### src/rtl/wdt_pkg.sv
// Package: shared widths, register addresses and the timeout calculation.
// Assumes the resolution field selects a power of four of the base tick.
package wdt_pkg;
    localparam int DATA_W  = 8;
    localparam int RES_W   = 2;
    localparam int MULT_W  = 5;
    localparam int ADDR_W  = 2;
    // Largest shift is 2*(2^RES_W - 1); the count must hold mult << that.
    localparam int SHIFT_MAX = 2 * ((1 << RES_W) - 1);
    localparam int CNT_W   = MULT_W + SHIFT_MAX;

    typedef enum logic [ADDR_W-1:0] {
        REG_CTRL  = 2'd0,
        REG_FLAGS = 2'd1,
        REG_CAL   = 2'd2,
        REG_NONE  = 2'd3
    } wdt_addr_e;

    // Number of ticks until expiry for a control byte; zero means disabled.
    function automatic logic [CNT_W-1:0] ticks_for(input logic [DATA_W-1:0] v);
        logic [CNT_W-1:0] m;
        m = CNT_W'(v[RES_W+MULT_W-1:RES_W]);
        return m << (2 * v[RES_W-1:0]);
    endfunction
endpackage

### src/rtl/wdt_regfile.sv
// Register file: control byte, sticky flag and the century-enable bit.
// Detects restarts (write or read of the control address) and applies
// the side effects of an expiry. Assumes expire never coincides with a
// restart (the countdown enforces that).
module wdt_regfile
    import wdt_pkg::*;
(
    input  logic              clk,
    input  logic              rst_n,
    input  logic              reg_wr,
    input  logic              reg_rd,
    input  logic [ADDR_W-1:0] reg_addr,
    input  logic [DATA_W-1:0] reg_wdata,
    output logic [DATA_W-1:0] reg_rdata,
    input  logic              expire,
    output logic              kick,
    output logic [DATA_W-1:0] kick_val,
    output logic [DATA_W-1:0] ctrl_q,
    output logic              cen_q,
    output logic              flag_q
);
    logic ctrl_hit;

    // Decode restart and pick the value to load (write data wins over read).
    always_comb begin
        ctrl_hit = (reg_addr == REG_CTRL);
        kick     = ctrl_hit && (reg_wr || reg_rd);
        kick_val = reg_wr ? reg_wdata : ctrl_q;
    end

    // Control byte: written by software, zeroed by a reset-steered expiry.
    always_ff @(posedge clk) begin
        if (!rst_n)
            ctrl_q <= '0;
        else if (reg_wr && ctrl_hit)
            ctrl_q <= reg_wdata;
        else if (expire && ctrl_q[DATA_W-1])
            ctrl_q <= '0;
    end

    // Century-enable bit: bit 6 of the calendar byte, cleared by reset steering.
    always_ff @(posedge clk) begin
        if (!rst_n)
            cen_q <= 1'b0;
        else if (reg_wr && reg_addr == REG_CAL)
            cen_q <= reg_wdata[6];
        else if (expire && ctrl_q[DATA_W-1])
            cen_q <= 1'b0;
    end

    // Sticky timeout flag: set on expiry, cleared by any restart.
    always_ff @(posedge clk) begin
        if (!rst_n)
            flag_q <= 1'b0;
        else if (kick)
            flag_q <= 1'b0;
        else if (expire)
            flag_q <= 1'b1;
    end

    // Read data multiplexer.
    always_comb begin
        unique case (wdt_addr_e'(reg_addr))
            REG_CTRL:  reg_rdata = ctrl_q;
            REG_FLAGS: reg_rdata = {flag_q, {(DATA_W-1){1'b0}}};
            REG_CAL:   reg_rdata = {1'b0, cen_q, {(DATA_W-2){1'b0}}};
            default:   reg_rdata = '0;
        endcase
    end

    assert_flag_cleared_R3: assert property (@(posedge clk) disable iff (!rst_n)
        kick |=> !flag_q);
    assert_flag_sticky_R5: assert property (@(posedge clk) disable iff (!rst_n)
        (flag_q && !kick) |=> flag_q);
endmodule

### src/rtl/wdt_countdown.sv
// Tick countdown. A restart loads the tick count for the given control
// byte and arms the counter when that count is nonzero. expire is high
// for the cycle in which the last tick is sampled. A restart in that
// cycle wins. The counter disarms after expiry.
module wdt_countdown
    import wdt_pkg::*;
(
    input  logic              clk,
    input  logic              rst_n,
    input  logic              tick,
    input  logic              load,
    input  logic [DATA_W-1:0] load_val,
    output logic              expire,
    output logic              armed_q
);
    logic [CNT_W-1:0] count_q;
    logic [CNT_W-1:0] load_cnt;

    // Expiry detect and load count.
    always_comb begin
        load_cnt = ticks_for(load_val);
        expire   = armed_q && tick && !load && (count_q == CNT_W'(1));
    end

    // Counter and arm state.
    always_ff @(posedge clk) begin
        if (!rst_n) begin
            count_q <= '0;
            armed_q <= 1'b0;
        end else if (load) begin
            count_q <= load_cnt;
            armed_q <= (load_cnt != '0);
        end else if (expire) begin
            count_q <= '0;
            armed_q <= 1'b0;
        end else if (armed_q && tick) begin
            count_q <= count_q - CNT_W'(1);
        end
    end

    assert_armed_nonzero_R2: assert property (@(posedge clk) disable iff (!rst_n)
        armed_q |-> count_q != '0);
    assert_stop_after_expire_R8: assert property (@(posedge clk) disable iff (!rst_n)
        expire |=> !armed_q);
endmodule

### src/rtl/wdt_event.sv
// Expiry steering: turns the expiry strobe into a registered one-cycle
// reset request or interrupt according to the steering bit.
module wdt_event (
    input  logic clk,
    input  logic rst_n,
    input  logic expire,
    input  logic steer_rst,
    output logic rst_req_q,
    output logic irq_q
);
    // Register the steered event.
    always_ff @(posedge clk) begin
        if (!rst_n) begin
            rst_req_q <= 1'b0;
            irq_q     <= 1'b0;
        end else begin
            rst_req_q <= expire && steer_rst;
            irq_q     <= expire && !steer_rst;
        end
    end

    assert_rst_pulse_R6: assert property (@(posedge clk) disable iff (!rst_n)
        rst_req_q |=> !rst_req_q);
    assert_irq_pulse_R7: assert property (@(posedge clk) disable iff (!rst_n)
        irq_q |=> !irq_q);
    assert_one_event_R6: assert property (@(posedge clk) disable iff (!rst_n)
        !(rst_req_q && irq_q));
endmodule

### src/rtl/wdt_top.sv
// Watchdog top: register file, tick countdown and event steering.
// Assumes tick is a one-cycle strobe synchronous to clk.
module wdt_top
    import wdt_pkg::*;
(
    input  logic              clk,
    input  logic              rst_n,
    input  logic              tick,
    input  logic              reg_wr,
    input  logic              reg_rd,
    input  logic [ADDR_W-1:0] reg_addr,
    input  logic [DATA_W-1:0] reg_wdata,
    output logic [DATA_W-1:0] reg_rdata,
    output logic              sys_rst_req,
    output logic              wd_irq,
    output logic              wd_flag
);
    logic              expire;
    logic              kick;
    logic [DATA_W-1:0] kick_val;
    logic [DATA_W-1:0] ctrl_q;
    logic              cen_q;
    logic              armed_q;

    wdt_regfile u_regs (
        .clk(clk), .rst_n(rst_n), .reg_wr(reg_wr), .reg_rd(reg_rd),
        .reg_addr(reg_addr), .reg_wdata(reg_wdata), .reg_rdata(reg_rdata),
        .expire(expire), .kick(kick), .kick_val(kick_val),
        .ctrl_q(ctrl_q), .cen_q(cen_q), .flag_q(wd_flag)
    );

    wdt_countdown u_cnt (
        .clk(clk), .rst_n(rst_n), .tick(tick), .load(kick),
        .load_val(kick_val), .expire(expire), .armed_q(armed_q)
    );

    wdt_event u_evt (
        .clk(clk), .rst_n(rst_n), .expire(expire),
        .steer_rst(ctrl_q[DATA_W-1]), .rst_req_q(sys_rst_req), .irq_q(wd_irq)
    );

    assert_rst_side_effects_R6: assert property (@(posedge clk) disable iff (!rst_n)
        sys_rst_req |-> (ctrl_q == '0) && !cen_q && !armed_q);
    assert_event_sets_flag_R5: assert property (@(posedge clk) disable iff (!rst_n)
        (sys_rst_req || wd_irq) |-> wd_flag);
    assert_irq_keeps_ctrl_R7: assert property (@(posedge clk) disable iff (!rst_n)
        wd_irq |-> ctrl_q == $past(ctrl_q));
endmodule

### config.mk
export PLATFORM = sky130hd
export DESIGN_NAME = wdt_top
export DESIGN_NICKNAME = d
export VERILOG_FILES = /design/src/rtl/wdt_pkg.sv /design/src/rtl/wdt_regfile.sv /design/src/rtl/wdt_countdown.sv /design/src/rtl/wdt_event.sv /design/src/rtl/wdt_top.sv
export SDC_FILE = /design/constraint.sdc
export NUM_CORES = 1
export LEC_CHECK = 0
export BUFFER_PORTS_ARGS = -buffer_cell sky130_fd_sc_hd__buf_4
export CORE_ASPECT_RATIO = 2
export CORE_MARGIN = 1.5
export CORE_UTILIZATION = 50
export CTS_BUF_LIST = sky130_fd_sc_hd__clkbuf_8 sky130_fd_sc_hd__clkbuf_16
export CTS_CLUSTER_DIAMETER = 100
export DETAILED_ROUTE_END_ITERATION = 16
export PLACE_DENSITY = 0.75
export RECOVER_POWER = 100
export SYNTH_ARGS = -nofsm -noshare
export SYNTH_HDL_FRONTEND = slang
export SYNTH_SLANG_ARGS = --single-unit
### constraint.sdc
create_clock -name clk -period 1.8 [get_ports clk]
set_input_delay 0.54 -clock clk [delete_from_list [all_inputs] [get_ports clk]]
set_output_delay 0.54 -clock clk [all_outputs]
set_load 0.03 [all_outputs]
==> run metrics, run 1 <==
DRC Markers 0; Total Power 1450 uW; Seq/Total Area, Yosys 30.3%; Final Cycle Share 98.6%; met1 usage 33.5%; Slew Limit Fails 0; Seq pwr share 40.8%; dpl ws -0.225 ns; Worst Path Arrival 1.98 ns; Post-synth ARST share 0%; Worst Setup Start Kind register; Pre-Repair DR Iteration Count 4; die width 42.8 um; Clock Tree Buf Depth 2; vias in the first global route 1,915; vias per cell 6.41; Worst EP required 2.01 ns; die footprint 0.00354 sq mm; DRT antenna net count 0; hold path cells 2; worst hold path type in2reg; area of the core 0.00298 sq mm; pwr dens 659 mW/mm^2; first-pass GRT wire length 8830 um; critical path's slowest cell or4_1; max_slew headroom 67.2%; cell count after synthesis 206; Detailed Place HPWL 4110 um; Initial Utilization 53.3%; leak pwr 0.000929 uW; Crit path buffers/inverters 2; CTS buffer count 3; initial antenna violation count 0; skew final 0.00631 ns; hold_sp reg_wdata[7]; CTS tree yes; largest net degree at the start of global routing 17; cell family with most CP delay simple AND/OR/NAND/NOR gates; routing usage on met2 61.2%; combinational share of power 25.7%; FF-to-FF path depth 7; Hold EP u_regs.ctrl_q[7]$_SDFFE_PN0P_; Clock Sinks 24; r2r endpoint u_cnt.count_q[10]$_SDFFE_PN0P_; # nets final 283; Tmin final 1.77 ns; predominant post-synthesis flop cell dfxtp_1; Total Wirelength 5470 um; root buf cell clkbuf_8; Remaining Overflow, GRT 0; share of layout cells above drive strength 1 32.1%; # IOs 26; CP peak stage delay 0.47 ns; worst r2r src u_cnt.count_q[1]$_SDFFE_PN0P_; Crit Path Max Fanout 4; Iter 0 DRT Violations 89; H-tree levels 1; GR peak layer met2; row count 28; antenna cells 0; worst setup margin 0.0257 ns; Mean Syn Cell Area 7.71 sq um; status completed; worst-margin pin slew 0.491 ns; clock power share 33.5%; Synth Register Bits 24; WL per Instance 18.5 um; Max Cap Viol 0; Critical Path Sink Type register; final number of setup-violating endpoints 0; gr usage total 33.0%; Mapped Area 0.00159 sq mm; Setup TNS Final 0 ns; internal power 1030 uW; Netlist cell types 49; # fillers 249; RSZ-0062 raised after global routing yes; number of synthesized flops with an enable pin 0; Net Sw Frac 29.2%; Worst R2R Setup Slack 0.03 ns; grt met3 use 2.83%; critical path, cell by cell inv_1, ha_1, nor4b_4, buf_4, or4_1, o22a_1, a21oi_2; Clock Latency Late Sink 0.28 ns; P_sw 425 uW; kind of critical path reg2reg; Fmax 564 MHz; Die H 82.7 um; syn nets 223; Yosys Warn Count 0; most common cell after layout, fill and taps aside buf_4; GP Congestion 0.991; vias 1,891; port buffer count 25; final hold vios 0; worst vdd ir 0.529 mV; commonest non-fill, non-tap cells in the layout buf_4 (62), nand2_1 (25), dfxtp_1 (22); Final Util 74.0%; CTS clk-pin slew, worst paths 0.09 ns; area grow syn2layout 38.8%
-- kinds of logic (layout without fill, tap and decap cells) --
logic type | count (synthesis) | after routing | synth area share (%)
buffers and inverters | 16 | 75 | 4.26
DFF | 24 | 24 | 30.3
adders and majority gates | 2 | 2 | 1.58
xor gates and xnor gates | 3 | 3 | 1.66
muxes | 6 | 6 | 3.86
and+or+nand+nor | 93 | 93 | 30.5
AOI/OAI and AO/OA | 62 | 62 | 27.9
-- per-layer routing --
metal	routed length, um	share of wire [%]	vias to the layer above
met4	281	5.1	0
li1	-	-	891
met1	2000	37	882
met3	217	4.0	28
met2	2970	54	90
met5	0	0	-
-- worst max path at each step --
stage / depth (start not counted) / end / slack (ns) / from
floorplan: 6 / u_cnt.count_q[10]$_SDFFE_PN0P_ / -0.11 / reg_rd
global placement: 6 / u_cnt.count_q[10]$_SDFFE_PN0P_ / -0.14 / reg_rd
detailed placement: 6 / u_cnt.count_q[10]$_SDFFE_PN0P_ / -0.23 / reg_rd
CTS: 7 / u_cnt.count_q[10]$_SDFFE_PN0P_ / 0.01 / u_cnt.count_q[1]$_SDFFE_PN0P_
global route: 7 / u_cnt.count_q[10]$_SDFFE_PN0P_ / -0.01 / u_cnt.count_q[1]$_SDFFE_PN0P_
finish: 7 / u_cnt.count_q[10]$_SDFFE_PN0P_ / 0.03 / u_cnt.count_q[1]$_SDFFE_PN0P_
-- sequential cells by signal, indices dropped and copies added, names as in the netlist --
signal	flops
u_evt.irq_q	1
u_cnt.armed_q	1
u_cnt.count_q	11
u_evt.rst_req_q	1
u_regs.ctrl_q	8
u_regs.flag_q	1
u_regs.cen_q	1
-- cell usage after synthesis (5+ instances only) --
cell	number	share of area [%]
dfxtp_1	24	30
a22o_1	9	5.0
nand2_1	25	5.9
o21ai_0	9	2.8
nor3_1	6	1.9
nand3_1	8	2.5
inv_1	6	1.4
mux2i_1	5	3.2
a21oi_1	6	1.9
clkbuf_1	9	2.1
a31oi_1	10	3.9
and2_1	9	3.5
nor2_1	17	4.0
-- metrics by stage --
stage	hold WS [ns]	instances	cell area, sq um
finish	0.479	295	2200
global route	0.489	295	2200
CTS	0.479	294	2160
detailed placement	0.491	290	2070
global placement	0.483	290	2070
floorplan	0.472	206	1600
-- power groups by stage --
stage	clock network, uW	registers (uW)	logic [uW]
2_1_floorplan	0	590	195
3_3_place_gp	0	596	335
3_5_place_dp	0	598	342
4_1_cts	485	587	351
5_1_grt	508	596	402
6_report	487	593	373
-- final cells by class --
type                       instances  area (sq um)  share of cell area, %
tap                               30          37.5                   1.70
clock buffer                       3          41.3                   1.87
multi-input combinational        166          1110                   50.5
sequential                        24           483                   21.9
timing repair buffer              65           477                   21.6
inverter                           6          22.5                   1.02
clock inverter                     1          30.0                   1.36
-- repair_timing --
item                                    4_1_cts  5_1_grt
gates resized for setup                       4       11
setup buffers                                 0        1
endpoints found under the setup margin       11       18
hold buffers                                  0        0
-- worst reg2reg max path, cell delays in order (launching register included) --
cell     delay [ns]
dfxtp_2        0.33
inv_1          0.05
ha_1           0.18
nor4b_4        0.14
buf_4          0.16
or4_1          0.47
o22a_1         0.23
a21oi_2        0.15
(Power assumes the default switching activity.)
==> inputs of run 2 (changes only) <==
- CORE_UTILIZATION: 50 -> 45
- PLACE_DENSITY: 0.75 -> 0.69
==> run 2 against run 1 <==
Compared with the run above:
- register-to-register slack better by 0.06 ns
- clock skew decreased by 0.0044 ns
- sequential power shrank 1%
- global-route usage decreased by 4.6 points
- clock power decreased by 2%
- die area up 11%
- wire length decreased by 5.9%
- flip-flop and latch count is the same
- combinational power up 4%
- first-iteration DRC count is 45% lower
- count of clock-buffer cells in the layout unchanged
- largest cell class unchanged
==> run metrics, run 2 (same netlist as run 1, synthesis figures left out) <==
status completed; RSZ-0062 raised after global routing yes; Worst R2R Setup Slack 0.09 ns (+0.06 ns); r2r endpoint u_cnt.count_q[10]$_SDFFE_PN0P_; Worst Setup Start Kind primary input; CTS tree yes; die width 45 um (+5.0%); H-tree levels 1 (unchanged); row count 30 (+7.1%); vias per cell 6.15 (-4.0%); met3 WL 154 um (-29%); Crit Path Max Fanout 6 (+2); Die H 87.0 um (+5.2%); Detailed Place HPWL 4120 um (+0.18%); skew final 0.00192 ns (-0.00440 ns); # IOs 26 (unchanged); wl on met1 1750 um (-12%); WL per Instance 16.9 um (-8.7%); Fmax 570 MHz (+1.1%); area grow syn2layout 42.3%; Final Cycle Share 97.5% (-1.1 points); Tmin final 1.76 ns (-0.0190 ns); worst-margin pin slew 0.629 ns (+0.138 ns); Critical Path Sink reg_rdata[1]; Critical Path Sink Type output pin; largest net degree at the start of global routing 17 (unchanged); worst hold path type in2reg; most common cell after layout, fill and taps aside buf_4; DRT antenna net count 0 (unchanged); beginning of the critical path reg_addr[1]; worst vdd ir 0.501 mV (-5.2%); vias in the first global route 1,899 (-0.84%); Clock Sinks 24 (unchanged); worst r2r src u_cnt.count_q[1]$_SDFFE_PN0P_; antenna cells 0 (unchanged); Total Wirelength 5150 um (-5.9%); max_slew headroom 57.9% (-9.2 points); die footprint 0.00392 sq mm (+11%); root buf cell clkbuf_8; Slew Limit Fails 0 (unchanged); Max Cap Viol 0 (unchanged); share of layout cells above drive strength 1 34.2% (+2.1 points); GP Congestion 0.988 (-0.25%); vias 1,871 (-1.1%); kind of critical path in2out; # fillers 313 (+26%); DP Area 0.00211 sq mm (+1.9%); area of the core 0.00338 sq mm (+13%); Iter 0 DRT Violations 49 (-45%); Setup TNS Final 0 ns (unchanged); routed wl met2 2910 um (-2.2%); Clock Latency Late Sink 0.27 ns (about the same); first-pass GRT wire length 8340 um (-5.5%); port buffer count 25 (unchanged); Worst EP required 1.26 ns (-0.75 ns); Remaining Overflow, GRT 0 (unchanged); biggest regs u_cnt.count_q (11), u_regs.ctrl_q (8); commonest non-fill, non-tap cells in the layout buf_4 (67), nand2_1 (25), dfxtp_1 (22); CTS clk-pin slew, worst paths 0.09 ns (about the same); gr usage total 28.4% (-4.6 points); FF-to-FF path depth 7 (unchanged); final hold vios 0 (unchanged); hold buffers post-CTS 0 (unchanged); Initial Utilization 47.0% (-6.3 points); post-route cell area 0.00226 sq mm (+2.5%); final number of setup-violating endpoints 0 (unchanged); Worst Path Arrival 1.22 ns (-0.76 ns); Clock Tree Buf Depth 2 (unchanged); CTS buffer count 3 (unchanged); pwr dens 644 mW/mm^2 (-2.3%); DRC Markers 0 (unchanged); max FFs per register 11 (unchanged); Top Metal Used met4; initial antenna violation count 0 (unchanged); Pre-Repair DR Iteration Count 4 (unchanged); # nets final 290 (+2.5%); Most flops, register u_cnt.count_q; leak pwr 0.000963 uW (+3.7%)
run 2: cell count changes in the layout (fill, tap and decap cells not counted), sizes merged:
cell	before	now
buf	62	69
run 2: worst min-delay path by stage:
stage,cells past startpoint,endpoint,startpoint
2_1_floorplan,2,u_evt.rst_req_q$_SDFF_PN0_,u_regs.ctrl_q[7]$_SDFFE_PN0P_
3_3_place_gp,2,u_regs.flag_q$_SDFFE_PP0P_,u_regs.flag_q$_SDFFE_PP0P_
3_5_place_dp,2,u_regs.flag_q$_SDFFE_PP0P_,u_regs.flag_q$_SDFFE_PP0P_
4_1_cts,2,u_regs.ctrl_q[7]$_SDFFE_PN0P_,reg_wdata[7]
5_1_grt,2,u_regs.ctrl_q[7]$_SDFFE_PN0P_,reg_wdata[7]
6_report,2,u_regs.ctrl_q[7]$_SDFFE_PN0P_,reg_wdata[7]
run 2: report_power, final:
group / total (uW) / internal (uW) / switching [uW]
clock network: 479 / 297 / 182
logic: 389 / 189 / 199
registers: 587 / 556 / 31.1
run 2: layout make-up:
| type | instances | area (sq um) | area share [%] |
|---|---|---|---|
| multi-input combinational | 166 | 1110 | 49.2 |
| tap | 32 | 40.0 | 1.77 |
| timing repair buffer | 72 | 531 | 23.5 |
| sequential | 24 | 483 | 21.4 |
| clock buffer | 3 | 41.3 | 1.83 |
| clock inverter | 1 | 30.0 | 1.33 |
| inverter | 6 | 22.5 | 0.997 |
run 2: through the flow:
stage	power, uW	util, %	setup slack, ns	cells	hold WS [ns]
floorplan	784	-	-0.115	206	0.472
global placement	951	62.6	-0.152	297	0.490
detailed placement	953	62.6	-0.178	297	0.501
CTS	1430	65.3	0.00212	301	0.508
global route	1520	66.9	-0.0168	304	0.508
finish	1460	66.9	0.0447	304	0.507
run 2: worst max-delay path, cell delays in order:
cell and delay [ns]:
buf_4 0.12, nor2_4 0.13, buf_6 0.14, and2_2 0.14, buf_4 0.15
run 2: metal layers:
layer	global-route usage, %	up-vias
met5	0	-
met1	26.2	864
met2	52.6	67
li1	-	907
met4	20.3	0
met3	3.53	33
run 2: what timing repair did:
action                                  in CTS  in global routing
pin swaps                                    0                  1
buffers inserted                             0                  2
resized for setup                            3                 14
cloned                                       0                  1
endpoints found under the setup margin       9                 23
